File: src/rtl/rxaf_pkg.sv
package rxaf_pkg;

  // One bit per separately gated match term.
  typedef struct packed {
    logic bc;  // broadcast term
    logic mc;  // multicast term
    logic ph;  // individual / promiscuous term
  } match_terms_t;

endpackage

File: src/rtl/rxaf_da_collect.sv
module rxaf_da_collect #(
  parameter int N_BYTES = 6,
  parameter int BYTE_W  = 8
) (
  input  logic                      clk,
  input  logic                      rst_n,
  input  logic                      sof,
  input  logic                      byte_vld,
  input  logic [BYTE_W-1:0]         byte_data,
  output logic                      last_byte,
  output logic [N_BYTES*BYTE_W-1:0] da_word
);

  localparam int CNT_W = $clog2(N_BYTES + 1);
  localparam logic [CNT_W-1:0] CNT_DONE = CNT_W'(N_BYTES);
  localparam logic [CNT_W-1:0] CNT_LAST = CNT_W'(N_BYTES - 1);

  logic [CNT_W-1:0] cnt_q, cnt_d;
  logic             cnt_en;
  logic             take;

  assign take      = byte_vld && !sof && (cnt_q != CNT_DONE);
  assign last_byte = take && (cnt_q == CNT_LAST);

  always_comb begin
    cnt_en = sof || take;
    if (sof) cnt_d = '0;
    else     cnt_d = cnt_q + CNT_W'(1);
  end

  always_ff @(posedge clk or negedge rst_n) begin
    if (!rst_n)      cnt_q <= '0;
    else if (cnt_en) cnt_q <= cnt_d;
  end

  // Earlier bytes are stored; the final byte is used straight from the input.
  for (genvar k = 0; k < N_BYTES - 1; k++) begin : g_byte
    logic [BYTE_W-1:0] byte_q;
    logic              byte_en;
    assign byte_en = take && (cnt_q == CNT_W'(k));
    always_ff @(posedge clk or negedge rst_n) begin
      if (!rst_n)       byte_q <= '0;
      else if (byte_en) byte_q <= byte_data;
    end
    assign da_word[k*BYTE_W +: BYTE_W] = byte_q;
  end
  assign da_word[(N_BYTES-1)*BYTE_W +: BYTE_W] = byte_data;

  AST_CNT_BOUND: assert property (@(posedge clk) disable iff (!rst_n)
    cnt_q <= CNT_DONE);
  AST_LAST_SINGLE: assert property (@(posedge clk) disable iff (!rst_n)
    last_byte |=> !last_byte);

endmodule

File: src/rtl/rxaf_hash_sel.sv
module rxaf_hash_sel #(
  parameter int REGS   = 8,
  parameter int BYTE_W = 8
) (
  input  logic [REGS*BYTE_W-1:0]                         table_bits,
  input  logic [$clog2(REGS)+$clog2(BYTE_W)-1:0]         idx,
  output logic                                           hit
);

  localparam int BIT_SEL_W = $clog2(BYTE_W);
  localparam int REG_SEL_W = $clog2(REGS);

  logic [BIT_SEL_W-1:0] bit_sel;
  logic [REG_SEL_W-1:0] reg_sel;
  logic [REGS-1:0]      row_bit;

  assign bit_sel = idx[BIT_SEL_W-1:0];
  assign reg_sel = idx[BIT_SEL_W +: REG_SEL_W];

  // First level: the same bit is picked out of every table byte.
  for (genvar r = 0; r < REGS; r++) begin : g_row
    logic [BYTE_W-1:0] row;
    assign row        = table_bits[r*BYTE_W +: BYTE_W];
    assign row_bit[r] = row[bit_sel];
  end

  // Second level: the register index picks one of those bits.
  assign hit = row_bit[reg_sel];

endmodule

File: src/rtl/rxaf_classify.sv
module rxaf_classify
  import rxaf_pkg::*;
#(
  parameter int N_BYTES = 6,
  parameter int BYTE_W  = 8
) (
  input  logic [N_BYTES*BYTE_W-1:0] da_word,
  input  logic [N_BYTES*BYTE_W-1:0] station,
  input  logic                      hash_hit,
  input  logic                      cfg_bcast_en,
  input  logic                      cfg_mcast_en,
  input  logic                      cfg_promisc,
  output logic                      is_group,
  output logic                      is_bcast,
  output match_terms_t              terms
);

  logic [N_BYTES-1:0] byte_eq;
  logic [N_BYTES-1:0] byte_ones;
  logic               station_hit;

  for (genvar k = 0; k < N_BYTES; k++) begin : g_cmp
    assign byte_eq[k]   = (da_word[k*BYTE_W +: BYTE_W] == station[k*BYTE_W +: BYTE_W]);
    assign byte_ones[k] = &da_word[k*BYTE_W +: BYTE_W];
  end

  always_comb begin
    is_group    = da_word[0];
    is_bcast    = &byte_ones;
    station_hit = &byte_eq;
    terms.bc    = is_bcast && cfg_bcast_en;
    terms.mc    = is_group && !is_bcast && cfg_mcast_en && hash_hit;
    terms.ph    = !is_group && (station_hit || cfg_promisc);
  end

endmodule

File: src/rtl/rxaf_decide.sv
module rxaf_decide
  import rxaf_pkg::*;
(
  input  logic         clk,
  input  logic         rst_n,
  input  logic         sof,
  input  logic         last_byte,
  input  logic         is_group,
  input  match_terms_t terms,
  output logic         decision_vld,
  output logic         accept,
  output logic         grp_flag
);

  logic vld_q, vld_d;
  logic acc_q, acc_d;
  logic grp_q, grp_d;
  logic upd_en;

  always_comb begin
    upd_en = sof || last_byte;
    if (sof) begin
      vld_d = 1'b0;
      acc_d = 1'b0;
      grp_d = 1'b0;
    end else begin
      vld_d = 1'b1;
      acc_d = terms.bc || terms.mc || terms.ph;
      grp_d = acc_d && is_group;
    end
  end

  always_ff @(posedge clk or negedge rst_n) begin
    if (!rst_n) begin
      vld_q <= 1'b0;
      acc_q <= 1'b0;
      grp_q <= 1'b0;
    end else if (upd_en) begin
      vld_q <= vld_d;
      acc_q <= acc_d;
      grp_q <= grp_d;
    end
  end

  assign decision_vld = vld_q;
  assign accept       = acc_q;
  assign grp_flag     = grp_q;

  AST_VLD_AFTER_LAST: assert property (@(posedge clk) disable iff (!rst_n)
    (last_byte && !sof) |=> decision_vld);
  AST_SOF_CLEARS: assert property (@(posedge clk) disable iff (!rst_n)
    sof |=> (!decision_vld && !accept && !grp_flag));
  AST_HOLD_OUTCOME: assert property (@(posedge clk) disable iff (!rst_n)
    (!sof && !last_byte) |=> ($stable(accept) && $stable(grp_flag) && $stable(decision_vld)));
  AST_GRP_NEEDS_ACC: assert property (@(posedge clk) disable iff (!rst_n)
    grp_flag |-> (accept && decision_vld));

endmodule

File: src/rtl/rx_addr_filter.sv
module rx_addr_filter
  import rxaf_pkg::*;
#(
  parameter int ADDR_BYTES = 6,
  parameter int BYTE_W     = 8,
  parameter int HASH_REGS  = 8,
  localparam int ADDR_W    = ADDR_BYTES * BYTE_W,
  localparam int TABLE_W   = HASH_REGS * BYTE_W,
  localparam int IDX_W     = $clog2(HASH_REGS) + $clog2(BYTE_W)
) (
  input  logic               clk,
  input  logic               rst_n,
  input  logic               sof,
  input  logic               byte_vld,
  input  logic [BYTE_W-1:0]  byte_data,
  input  logic [ADDR_W-1:0]  station_addr,
  input  logic [TABLE_W-1:0] hash_table,
  input  logic [IDX_W-1:0]   hash_idx,
  input  logic               cfg_bcast_en,
  input  logic               cfg_mcast_en,
  input  logic               cfg_promisc,
  output logic               decision_vld,
  output logic               accept,
  output logic               grp_flag
);

  logic              last_byte;
  logic [ADDR_W-1:0] da_word;
  logic              hash_hit;
  logic              is_group;
  logic              is_bcast;
  match_terms_t      terms;

  rxaf_da_collect #(.N_BYTES(ADDR_BYTES), .BYTE_W(BYTE_W)) u_collect (
    .clk       (clk),
    .rst_n     (rst_n),
    .sof       (sof),
    .byte_vld  (byte_vld),
    .byte_data (byte_data),
    .last_byte (last_byte),
    .da_word   (da_word)
  );

  rxaf_hash_sel #(.REGS(HASH_REGS), .BYTE_W(BYTE_W)) u_hash (
    .table_bits (hash_table),
    .idx        (hash_idx),
    .hit        (hash_hit)
  );

  rxaf_classify #(.N_BYTES(ADDR_BYTES), .BYTE_W(BYTE_W)) u_classify (
    .da_word      (da_word),
    .station      (station_addr),
    .hash_hit     (hash_hit),
    .cfg_bcast_en (cfg_bcast_en),
    .cfg_mcast_en (cfg_mcast_en),
    .cfg_promisc  (cfg_promisc),
    .is_group     (is_group),
    .is_bcast     (is_bcast),
    .terms        (terms)
  );

  rxaf_decide u_decide (
    .clk          (clk),
    .rst_n        (rst_n),
    .sof          (sof),
    .last_byte    (last_byte),
    .is_group     (is_group),
    .terms        (terms),
    .decision_vld (decision_vld),
    .accept       (accept),
    .grp_flag     (grp_flag)
  );

  AST_BCAST_BLOCKED: assert property (@(posedge clk) disable iff (!rst_n)
    (last_byte && is_bcast && !cfg_bcast_en) |=> !accept);
  AST_MCAST_MISS: assert property (@(posedge clk) disable iff (!rst_n)
    (last_byte && is_group && !is_bcast && !hash_hit) |=> !accept);
  AST_PROMISC_UNI: assert property (@(posedge clk) disable iff (!rst_n)
    (last_byte && !is_group && cfg_promisc) |=> accept);
  AST_BCAST_GROUP: assert property (@(posedge clk) disable iff (!rst_n)
    is_bcast |-> is_group);

endmodule

File: config.mk
export PLATFORM = sky130hd
export DESIGN_NAME = rx_addr_filter
export DESIGN_NICKNAME = d
export VERILOG_FILES = /design/src/rtl/rxaf_pkg.sv /design/src/rtl/rxaf_da_collect.sv /design/src/rtl/rxaf_hash_sel.sv /design/src/rtl/rxaf_classify.sv /design/src/rtl/rxaf_decide.sv /design/src/rtl/rx_addr_filter.sv
export SDC_FILE = /design/constraint.sdc
export NUM_CORES = 1
export LEC_CHECK = 0
export BUFFER_PORTS_ARGS = -buffer_cell sky130_fd_sc_hd__buf_2
export CAP_MARGIN = 5
export CORE_AREA = 2 2 63 109
export CTS_CLUSTER_DIAMETER = 150
export DETAILED_ROUTE_END_ITERATION = 8
export DIE_AREA = 0 0 65 111
export MAX_ROUTING_LAYER = met4
export PLACE_DENSITY = 0.84
export SLEW_MARGIN = 20
export SYNTH_ARGS = -nofsm -noshare
export SYNTH_HDL_FRONTEND = slang
export SYNTH_HIERARCHICAL = 1
export SYNTH_SLANG_ARGS = --single-unit
File: constraint.sdc
create_clock -name clk -period 2.81 [get_ports clk]
set_input_delay 0.281 -clock clk [delete_from_list [all_inputs] [get_ports clk]]
set_output_delay 0.281 -clock clk [all_outputs]
set_load 0.05 [all_outputs]
==> results.json <==
{
  "synth_xor_area_frac": 0.1344,
  "antenna_cells": 0,
  "path_max_fanout": 3,
  "avgSynthCellArea_sq_um": 11.41,
  "cts_root_buf": "clkbuf_16",
  "syn_to_final_growth_pct": 26.17,
  "place_ws_ns": 0.2870,
  "synth_fp_nets": 418,
  "yosysTopAreaCell": "dfrtp_1",
  "hold_path_class": "in -> async",
  "first_iter_violations": 186,
  "fmax_mhz": 414.7,
  "synth_top_area_frac": 0.3604,
  "peakVddDrop_v": 0.0002703,
  "ys_ff_latch": 46,
  "p_leak_uw": 0.001911,
  "synth_simple_gate_area_share": 0.1371,
  "synth_commonest_cells": "dfrtp_1, mux2_2, xor2_1, xnor2_1, nand4_1",
  "n_fill_cell": 548,
  "synthTopCellsByArea": "dfrtp_1, mux2_2, mux4_2",
  "drive_above_1_share": 0.5061,
  "wl_per_cell_um": 18.30,
  "die_x_um": 65,
  "p_per_area_mw_per_mm2": 561.3,
  "syn-instance-count": 280,
  "clk_latency_ns": 0.29,
  "synthAdderAreaFrac": 0.01958,
  "dieHeight_um": 111,
  "start_kind": "flop",
  "synth-warning-count": 6,
  "clockBufferDepth": 2,
  "yosysSeqAreaShare": 0.3604,
  "hold_viol": 0,
  "num_rows": 39,
  "drtAntennaViolNets": 0,
  "grt_pass1_vias": 3045,
  "worstSetupPathType": "reg -> reg",
  "via_count": 2824,
  "worstMarginPinSlew_ns": 0.9885,
  "htree_num_levels": 2,
  "routabilityCongestion": 0.9507,
  "crit_arrival_ns": 2.60,
  "syn_area_sq_mm": 0.003194,
  "cap_violations": 0,
  "status": "finished clean",
  "timing.final.ws_setup_ns": 0.3985,
  "slew_violations": 0,
  "min_period_over_period": 0.8582,
  "dp_hpwl_um": 7271,
  "cts_resized": 0,
  "synth_edf_count": 0,
  "routed_wl_um": 8950,
  "start_util": 0.4997,
  "end_kind": "flop",
  "synthFlopType": "dfrtp_1",
  "io_pins": 136,
  "cts_setup_buffers": 0,
  "cts_tree": "done",
  "slew_headroom": 0.3410,
  "die_area_sq_mm": 0.007215,
  "whs_ns": 0.1545,
  "drc": 0,
  "muxShareOfSynthArea": 0.2491,
  "synth.most_common_cell": "dfrtp_1",
  "skew_ns": 0.003241,
  "crit_required_ns": 3.00,
  "firstDrtPassIters": 4,
  "async_flop_share": 1.000,
  "cts.sinks": 46,
  "nets": 544,
  "synth_compound_area_frac": 0.04896,
  "antenna_found_initial": 0,
  "cts_inserted_buffers": 5,
  "port-buffer-count": 135,
  "grt_setup_unrepaired": "false",
  "cts.clk_slew.worst_paths_ns": 0.06,
  "setup_tns_ns": 0,
  "setup_violations": 0,
  "synth_top_family_by_area": "multiplexers",
  "holdBufCountCts": 0,
  "grt_util_all_layers": 0.2677,
  "avgViaCountPerCell": 5.775,
  "overflow": 0,
  "period_minus_slack_ns": 2.411,
  "synth_cell_types": 43,
  "grt_max_degree": 47,
  "core_sq_mm": 0.006392,
  "grt_pass1_wl_um": 14080
}
[stage by stage]
step	cell area (sq um)	std cells	utilization	total power, uW
after floorplan	3194	280	-	1369
after global placement	3864	481	0.6044	1570
after detailed placement	3864	481	0.6044	1607
after CTS	4030	489	0.6305	2274
after global routing	4030	489	0.6305	2377
final	4030	489	0.6305	2262
[layout make-up]
class | instances | area, sq um | share of cell area
Timing Repair Buffer | 137 | 690.7 | 0.1714
Clock inverter | 2 | 37.54 | 0.009314
Tap cell | 82 | 102.6 | 0.02546
Inverter | 10 | 37.54 | 0.009314
Multi-Input combinational cell | 206 | 1882 | 0.4669
Sequential cell | 46 | 1151 | 0.2856
Clock buffer | 6 | 128.9 | 0.03198
[layer usage]
layer / part of all wire / global-route usage / wire, um
met5: 0 / - / 0
met4: 0.064 / 0.1858 / 574
met3: 0.073 / 0.04264 / 653
met2: 0.55 / 0.4845 / 4889
met1: 0.32 / 0.2432 / 2833
[power breakdown]
| group | total, uW | internal [uW] | switching [uW] | leakage (uW) |
|---|---|---|---|---|
| sequential | 996 | 822 | 174 | 0.000591 |
| combinational | 609 | 353 | 256 | 0.00124 |
| clock | 657 | 419 | 237 | 0.0000771 |
| total | 2260 | 1590 | 668 | 0.00191 |
[critical path, stage by stage, from the launching register on]
cell and delay, ns:
dfrtp_1 0.40, xor2_1 0.18, nor4_1 0.51, nand4_1 0.16, or4_4 0.54, o22ai_2 0.19
nor3_1 0.07, a211oi_1 0.26
[cells by family (layout without fill, tap and decap cells)]
| family | count (synthesis) | count (layout) |
|---|---|---|
| AO/OA/AOI/OAI | 18 | 18 |
| XOR/XNOR | 49 | 49 |
| adder cells (fa/ha/maj) | 5 | 5 |
| buffers and inverters | 28 | 155 |
| flip-flops | 46 | 46 |
| multiplexers | 59 | 59 |
| AND/OR/NAND/NOR | 75 | 75 |
[registers in the layout, summed over array words and instances (netlist names)]
| name | flops |
|---|---|
| u_decide/accept | 1 |
| u_decide/grp_flag | 1 |
| u_collect/cnt_q | 3 |
| u_decide/decision_vld | 1 |
| u_collect/g_byte.byte_q | 40 |
[cell usage in the layout, fill, tap and decap left out, types with 2 or more instances in the layout]
cell,Yosys,final
a211oi_2,2,2
nand2b_1,4,4
mux4_2,11,11
a22oi_1,2,2
ha_1,5,5
dfrtp_1,46,46
and2_1,5,5
mux2_2,41,41
nand3_1,4,4
a21oi_1,2,2
nor2b_1,2,2
clkbuf_16,0,5
buf_2,3,135
xor2_1,28,28
nand4_1,20,20
and3_1,2,2
nor4_1,13,13
inv_1,9,9
buf_4,12,2
xnor2_1,21,21
a211oi_1,2,2
nor2_1,13,13
mux2i_1,6,6
nand2_1,3,3
nor3_1,4,4
[path summary, 6_finish.rpt]
kind                       slack (ns)                           from  cells after the start                            end
setup / recovery                 0.40  u_collect/g_byte[4].byte_q[2]                      7                u_decide/accept
hold / removal                   0.15                          rst_n                      1  u_collect/g_byte[4].byte_q[4]
setup reg to reg                 0.40  u_collect/g_byte[4].byte_q[2]                      7                u_decide/accept
hold reg to reg                  0.49          u_decide/decision_vld                      2          u_decide/decision_vld
max in group asynchronous        2.04                          rst_n                      1  u_collect/g_byte[2].byte_q[4]
min in group clk                 0.27                            sof                      2             u_collect/cnt_q[2]
No activity file was read; power rests on OpenSTA's default activity.
